<file path="config.mk">
export PLATFORM = sky130hd
export DESIGN_NAME = rom_bank_decoder
export DESIGN_NICKNAME = d
export VERILOG_FILES = /design/src/rtl/rom_bank_decoder.sv
export SDC_FILE = /design/constraint.sdc
export NUM_CORES = 1
export LEC_CHECK = 0
export ABC_AREA = 1
export BUFFER_PORTS_ARGS = -buffer_cell sky130_fd_sc_hd__buf_2
export CAP_MARGIN = 20
export CORE_MARGIN = 2
export CORE_UTILIZATION = 31
export CTS_BUF_LIST = sky130_fd_sc_hd__clkbuf_4 sky130_fd_sc_hd__clkbuf_8 sky130_fd_sc_hd__clkbuf_16
export DETAILED_ROUTE_END_ITERATION = 12
export PLACE_DENSITY = 0.73
export RECOVER_POWER = 50
export SYNTH_ARGS = -nofsm -noshare
export SYNTH_HDL_FRONTEND = slang
export SYNTH_SLANG_ARGS = --single-unit
</file>
<file path="constraint.sdc">
create_clock -name clk -period 0.9 [get_ports clk]
set_input_delay 0.18 -clock clk [delete_from_list [all_inputs] [get_ports clk]]
set_output_delay 0.18 -clock clk [all_outputs]
set_load 0.005 [all_outputs]
</file>
<file path="src/rtl/rom_bank_decoder.sv">
module rom_bank_decoder #(
  parameter logic [15:0] CTL_ADDR = 16'h0002,
  parameter logic [7:0]  IO_PAGE  = 8'hEF
) (
  input  logic        clk,
  input  logic        rst_n,
  input  logic [15:0] addr,
  input  logic        rw,
  input  logic        phi2,
  input  logic [7:0]  wdata,
  input  logic        rom_wp,
  output logic        ram_cs_n,
  output logic        rom_cs_n,
  output logic        ext_cs_n,
  output logic        ext_io,
  output logic [2:0]  rom_hi,
  output logic        rom_we_n,
  output logic        rd_n,
  output logic        ext_rw,
  output logic [7:0]  ctl_rdata,
  output logic [1:0]  gp_out
);

  logic [2:0] page_q;
  logic       en_q;
  logic [1:0] gp_q;

  logic ctl_hit, ctl_wr;
  assign ctl_hit = (addr == CTL_ADDR);
  assign ctl_wr  = phi2 & ~rw & ctl_hit;

  always_ff @(posedge clk or negedge rst_n) begin
    if (!rst_n) begin
      page_q <= 3'b111;
      en_q   <= 1'b1;
      gp_q   <= 2'b00;
    end else if (ctl_wr) begin
      page_q <= wdata[2:0];
      en_q   <= wdata[3];
      gp_q   <= wdata[5:4];
    end
  end

  logic low_pg, ram_hit, top_hit, rom_hit, ext_hit;
  assign low_pg  = (addr[15:8] == 8'h00);
  assign ram_hit = ~addr[15] & ~low_pg;
  assign top_hit = (addr[15:12] == 4'hF);
  assign rom_hit = top_hit & en_q;
  assign ext_hit = addr[15] & ~rom_hit;

  assign ram_cs_n  = ~(phi2 & ram_hit);
  assign rom_cs_n  = ~(phi2 & rom_hit);
  assign ext_cs_n  = ~(phi2 & ext_hit);
  assign ext_io    = (addr[15:8] == IO_PAGE);
  assign rom_hi    = page_q;
  assign rom_we_n  = ~(phi2 & ~rw & rom_hit & ~rom_wp);
  assign rd_n      = ~(phi2 & rw);
  assign ext_rw    = rw;
  assign ctl_rdata = ctl_hit ? {2'b00, gp_q, en_q, page_q} : 8'h00;
  assign gp_out    = gp_q;

endmodule

</file>
==> results of run 1 <==
[critical path: stages, from the launching register on]
cell and delay [ns]:
sky130_fd_sc_hd__dfstp_2 0.53, sky130_fd_sc_hd__nand3_2 0.07, sky130_fd_sc_hd__nor2_2 0.10, sky130_fd_sc_hd__nand3b_1 0.08, sky130_fd_sc_hd__buf_2 0.13
[where the power goes]
group | internal [mW] | total [mW] | switching (mW)
registers | 0.271 | 0.271 | 0.0000384
logic | 0.121 | 0.221 | 0.0994
clock network | 0.152 | 0.264 | 0.112
total | 0.544 | 0.756 | 0.212
[layer usage]
layer | track usage (%) | routed length, um | part of all wire [%]
met1 | 18.2 | 621 | 37
met2 | 32.8 | 933 | 55
met3 | 3.67 | 114 | 6.8
met4 | 10.9 | 19 | 1.1
met5 | 0 | 0 | 0
[through the flow]
| step | std cells | util [%] |
|---|---|---|
| detailed placement | 141 | 57.4 |
| CTS | 150 | 67.7 |
| global route | 149 | 71.4 |
| finish | 149 | 71.4 |
| global placement | 141 | 57.4 |
| floorplan | 72 | - |
[final cells by class]
class                           instances  area (um^2)  area share [%]
Timing Repair Buffer                   61          452            41.5
Multi-Input combinational cell         54          405            37.2
Inverter                                9         33.8            3.10
Tap cell                               16         20.0            1.84
Sequential cell                         6          155            14.3
Clock buffer                            3         22.5            2.07
[cell usage in the layout, fill, tap and decap left out]
cell type / Yosys / routed
sky130_fd_sc_hd__dfstp_2: 4 / 4
sky130_fd_sc_hd__o211ai_1: 1 / 1
sky130_fd_sc_hd__buf_2: 0 / 32
sky130_fd_sc_hd__nand4_1: 7 / 7
sky130_fd_sc_hd__clkbuf_1: 0 / 1
sky130_fd_sc_hd__inv_2: 0 / 4
sky130_fd_sc_hd__nor2_4: 2 / 6
sky130_fd_sc_hd__nand3_2: 0 / 1
sky130_fd_sc_hd__nor2_2: 1 / 10
sky130_fd_sc_hd__nor3_2: 0 / 1
sky130_fd_sc_hd__conb_1: 1 / 2
sky130_fd_sc_hd__clkbuf_4: 0 / 3
sky130_fd_sc_hd__nand2_4: 1 / 3
sky130_fd_sc_hd__buf_6: 0 / 16
sky130_fd_sc_hd__nor2_8: 2 / 2
sky130_fd_sc_hd__dfrtp_1: 2 / 2
sky130_fd_sc_hd__inv_1: 9 / 5
sky130_fd_sc_hd__buf_8: 0 / 2
sky130_fd_sc_hd__nand3_4: 1 / 2
sky130_fd_sc_hd__nand2_2: 1 / 5
sky130_fd_sc_hd__nand3b_1: 1 / 1
sky130_fd_sc_hd__dlygate4sd3_1: 0 / 1
sky130_fd_sc_hd__buf_4: 3 / 9
sky130_fd_sc_hd__nand2_1: 19 / 13
[what timing repair did]
item,in CTS,in global routing
pin swaps,16,8
gates resized for setup,25,16
setup buffers,6,0
hold buffers,1,0
endpoints found under the hold margin,6,0
setup endpoints to repair,17,22
gates cloned,0,0
[logic make-up after synthesis]
kind of cell           Yosys count  synth area share [%]
buffers and inverters           12                  11.0
flip-flops                       6                  30.2
other                            1                 0.731
AND/OR/NAND/NOR                 51                  56.6
AO/OA/AOI/OAI                    1                  1.46
[registers in the layout, indices dropped and copies added (netlist names)]
signal and cells:
en_q 1, rom_hi 3, gp_out 2
[path summary, 6_finish.rpt]
kind	startpoint	slack, ns	endpoint
worst max-delay path	en_q	-0.44	rom_we_n
worst min-delay path	wdata[3]	0.15	en_q
worst max register to register	rom_hi[2]	0.02	rom_hi[2]
worst min register to register	rom_hi[0]	0.49	rom_hi[0]
max in group asynchronous	rst_n	0.23	rom_hi[2]
min in group asynchronous	rst_n	0.35	gp_out[1]
==> summary.md, run 1 <==
| Metric | Value |
|---|---|
| Largest area contributor in the netlist | `sky130_fd_sc_hd__dfstp_2` |
| Cell variety after synth | `18` |
| Gate count after technology mapping | `71` |
| Count of vias placed by the detailed router | `707` |
| Antenna violation net count after detailed routing | `0` |
| Fraction of final layout cells with drive strength greater than 1 | `75.2%` |
| Clock skew | `0 ns` |
| Layout area overhead | `112%` |
| Maximum number of pins on one net before global-route repair | `8` |
| Master cell of the clock root buffer | `sky130_fd_sc_hd__clkbuf_4` |
| Starting density of the core | `33.7%` |
| Port Buffers | `44` |
| Static Leakage | `0.590 nW` |
| Number of clock buffers inserted by TritonCTS | `3` |
| Clock tree from TritonCTS | `yes` |
| Highest fanout seen on the critical path | `2` |
| Average detailed-routed wire length per instance | `11.3 um` |
| Via/cell ratio | `4.74` |
| Die Width | `44.7 um` |
| Initial antenna violation count | `0` |
| Worst Path Required | `0.72 ns` |
| Final Wtd Congestion | `0.771` |
| Filler Cell Count | `137` |
| Die ar. | `0.00200 mm^2` |
| Number of endpoints failing setup at the final stage | `16` |
| Startpoint Class | `flip-flop` |
| DRC errors left | `0` |
| Fin nets | `164` |
| Power density relative to cell area | `695 mW/mm^2` |
| Clock Latency Late Sink | `0.25 ns` |
| Max IR drop VDD | `447 uV` |
| Number of warning messages in the yosys log | `0` |
| Synth Flop Type | `sky130_fd_sc_hd__dfstp_2` |
| Core region area | `0.00152 mm^2` |
| Antenna cells | `0` |
| Maximum capacitance violations | `0` |
| Final total power | `756 uW` |
| Maximum clock insertion buffer count | `2` |
| FF+latch count, synth | `6` |
| Syn Area/Cell | `7.23 um^2` |
| Place WS | `-0.268 ns` |
| Placed inst area | `875 um^2` |
| Setup slack of the critical path after layout | `-0.443 ns` |
| Failing checks | `negative setup slack` |
| Async SR Flop Fraction | `100%` |
| Fin. Hold Viols | `0` |
| Arr. time, crit path | `1.16 ns` |
| Worst Reg2Reg Path Length in Cells | `4` |
| Count of TritonRoute iterations in the first routing pass | `4` |
| Maximum clock frequency | `745 MHz` |
| Most frequent cells after synthesis | `19 x sky130_fd_sc_hd__nand2_1, 13 x sky130_fd_sc_hd__nor2_1, 9 x sky130_fd_sc_hd__inv_1, 7 x sky130_fd_sc_hd__nand4_1, 4 x sky130_fd_sc_hd__dfstp_2` |
| Cell area after synthesis | `513 um^2` |
| Number of levels the H-tree was split into | `1` |
| Post-synth EDFFs | `0` |
| Post-route worst hold slack | `0.155 ns` |
| Crit Path Class | `flip-flop to output pin` |
| Vias in the first global route | `618` |
| Gr usage total | `17.9%` |
| Worst hold stages | `3` |
| Final cycle utilization of the critical path | `149%` |
| Synth top area share | `20.5%` |
| Status | `finished, violations left` |
| Setup TNS | `-3.75 ns` |
| Overflow after GRT | `0` |
| Setup crit end kind | `output pin` |
| Cells taking the most area after synthesis | `sky130_fd_sc_hd__dfstp_2 20%, sky130_fd_sc_hd__nand2_1 14%, sky130_fd_sc_hd__dfrtp_1 9.8%` |
| Global-route wire length before repair | `2470 um` |
| Final design area excluding fillers | `0.00109 mm^2` |
| Detail Placement HPWL | `1240 um` |
| Seq/Total Area, Yosys | `30.2%` |
| Top-count cell post-synth | `sky130_fd_sc_hd__nand2_1` |
| Worst hold path type | `input pin to flip-flop` |
| Routed Wire Length | `1690 um` |
| Register clock-pin slew on the reported worst setup and hold paths | `0.06 ns` |
| Floorplan row count | `14` |
| DR iter-0 viols | `4` |
| Total number of clock tree sinks | `6` |
| Die boundary height | `44.7 um` |
| Unrepaired setup endpoints after global routing | `true` |
| Number of max-slew violations in the final report | `0` |
| # IOs | `49` |
| Time the worst path needs with I/O delays and setup | `1.34 ns` |
Note: power is estimated with default switching activity, not from simulation.
==> run 2, diff against run 1 <==
--- a/config.mk
+++ b/config.mk
@@ -9,10 +9,10 @@
 export BUFFER_PORTS_ARGS = -buffer_cell sky130_fd_sc_hd__buf_2
 export CAP_MARGIN = 20
 export CORE_MARGIN = 2
-export CORE_UTILIZATION = 31
+export CORE_UTILIZATION = 35
 export CTS_BUF_LIST = sky130_fd_sc_hd__clkbuf_4 sky130_fd_sc_hd__clkbuf_8 sky130_fd_sc_hd__clkbuf_16
 export DETAILED_ROUTE_END_ITERATION = 12
-export PLACE_DENSITY = 0.73
+export PLACE_DENSITY = 0.78
 export RECOVER_POWER = 50
 export SYNTH_ARGS = -nofsm -noshare
 export SYNTH_HDL_FRONTEND = slang
==> constraint.sdc (replaced) <==
create_clock -name clk -period 1.4 [get_ports clk]
set_input_delay 0.28 -clock clk [delete_from_list [all_inputs] [get_ports clk]]
set_output_delay 0.28 -clock clk [all_outputs]
set_load 0.005 [all_outputs]
==> summary.md, run 2 (synthesis results as in run 1) <==
| Metric | Value |
|---|---|
| Time the worst path needs with I/O delays and setup | `1.45 ns` |
| Number of clock buffers inserted by TritonCTS | `3` |
| Setup slack of the critical path after layout | `-0.0480 ns` |
| Detail Placement HPWL | `1140 um` |
| Setup crit end kind | `output pin` |
| Worst reg2reg path startpoint | `en_q` |
| Power density relative to cell area | `505 mW/mm^2` |
| Layout area overhead | `64.1%` |
| Maximum capacitance violations | `0` |
| Initial antenna violation count | `0` |
| Highest fanout seen on the critical path | `2` |
| Antenna cells | `0` |
| Count of TritonRoute iterations in the first routing pass | `4` |
| Max IR drop VDD | `299 uV` |
| Final Wtd Congestion | `0.702` |
| Worst Path Required | `1.12 ns` |
| Number of max-slew violations in the final report | `0` |
| RR Endpoint | `en_q` |
| Floorplan row count | `13` |
| Average detailed-routed wire length per instance | `10.2 um` |
| Worst hold path type | `input pin to flip-flop` |
| Arr. time, crit path | `1.17 ns` |
| Master cell of the clock root buffer | `sky130_fd_sc_hd__clkbuf_4` |
| Static Leakage | `0.484 nW` |
| Clock Latency Late Sink | `0.24 ns` |
| Count of vias placed by the detailed router | `636` |
| Worst hold stages | `3` |
| # IOs | `49` |
| Clock tree from TritonCTS | `yes` |
| Via/cell ratio | `4.58` |
| Unrepaired setup endpoints after global routing | `true` |
| Gr usage total | `17.9%` |
| Register clock-pin slew on the reported worst setup and hold paths | `0.05 ns` |
| Maximum clock frequency | `691 MHz` |
| Status | `finished, violations left` |
| Starting density of the core | `38.5%` |
| Largest register FFs | `3` |
| Vias in the first global route | `605` |
| Global-route wire length before repair | `2440 um` |
| Worst-case register-to-register setup slack | `0.59 ns` |
| Failing checks | `negative setup slack` |
| Fin nets | `155` |
| DRC errors left | `0` |
| Die boundary height | `42.3 um` |
| Die Width | `42.3 um` |
| Number of endpoints failing setup at the final stage | `4` |
| Overflow after GRT | `0` |
| Filler Cell Count | `136` |
| Maximum number of pins on one net before global-route repair | `8` |
| Fraction of final layout cells with drive strength greater than 1 | `56.5%` |
| Fin. Hold Viols | `0` |
| Final cycle utilization of the critical path | `103%` |
| Clock skew | `0 ns` |
| Endpoint of the worst hold path | `rom_hi[1]` |
| Maximum clock insertion buffer count | `2` |
| Crit Path Class | `flip-flop to output pin` |
| Antenna violation net count after detailed routing | `0` |
| Number of levels the H-tree was split into | `1` |
| Register cell area after layout | `155 um^2` |
| Core region area | `0.00133 mm^2` |
| Routed Wire Length | `1410 um` |
| Hold path start | `wdata[1]` |
| Worst Reg2Reg Path Length in Cells | `3` |
| Leading cell types in the layout, fill and taps excluded | `41 x sky130_fd_sc_hd__buf_2, 18 x sky130_fd_sc_hd__nand2_1, 9 x sky130_fd_sc_hd__inv_1, 9 x sky130_fd_sc_hd__nor2_1` |
| Final total power | `425 uW` |
| Port Buffers | `44` |
| DR iter-0 viols | `15` |
| Commonest non-fill, non-tap cell in the layout | `sky130_fd_sc_hd__buf_2` |
| Area of the multi-input gates | `333 um^2` |
| Die ar. | `0.00179 mm^2` |
| Total number of clock tree sinks | `6` |
| Startpoint Class | `flip-flop` |
| Setup TNS | `-0.108 ns` |
## run 2: worst max-delay path, cell delays in order, from the launching register on
cell and delay, ns:
sky130_fd_sc_hd__dfstp_2 0.54, sky130_fd_sc_hd__nand3_2 0.07, sky130_fd_sc_hd__nor2_2 0.11, sky130_fd_sc_hd__nand3b_1 0.07
sky130_fd_sc_hd__buf_2 0.13
## run 2: repair_timing
| item | in CTS | in global routing |
|---|---|---|
| hold buffers | 1 | 0 |
| setup buffers | 1 | 3 |
| pin swaps | 2 | 7 |
| setup endpoints to repair | 3 | 9 |
| gates cloned | 0 | 0 |
| gates resized for setup | 2 | 8 |
| hold endpoints to repair | 2 | 0 |
## run 2: worst max-delay path by stage
stage,start,endpoint,cells after the start
finish,en_q,rom_we_n,4
global route,en_q,rom_we_n,4
CTS,en_q,rom_we_n,4
detailed placement,addr[9],ctl_rdata[3],7
global placement,addr[15],ctl_rdata[3],7
floorplan,addr[5],ctl_rdata[0],5
## run 2: stage by stage
stage	util [%]	cell area [um^2]	setup slack [ns]	hold slack, ns	cells
floorplan	-	517	0.233	-0.0156	72
global placement	56.7	756	0.0652	0.108	131
detailed placement	56.7	756	0.0455	0.113	131
CTS	60.2	803	-0.0721	0.260	136
global route	63.1	842	-0.130	0.282	139
finish	63.1	842	-0.0480	0.265	139
## run 2: layer usage
| layer | part of all wire (%) | track usage (%) | up-vias |
|---|---|---|---|
| li1 | - | - | 329 |
| met1 | 40 | 19.7 | 277 |
| met2 | 51 | 32.3 | 30 |
| met3 | 8.7 | 5.60 | 0 |
| met4 | 0 | 5.63 | 0 |
| met5 | 0 | 0 | - |
## run 2: area by class of cell
cell class	count	share of cell area, %
multi-input combinational	54	39.5
timing repair buffer	52	33.1
sequential	6	18.4
inverter	9	4.01
clock buffer	3	2.67
tap	15	2.23
## run 2: report_power, final
| group | leakage [nW] | switching, mW | internal [mW] | total, mW |
|---|---|---|---|---|
| Clock | 0.0138 | 0.0625 | 0.0970 | 0.159 |
| Combinational | 0.401 | 0.0476 | 0.0437 | 0.0913 |
| Sequential | 0.0692 | 0.0000254 | 0.175 | 0.175 |
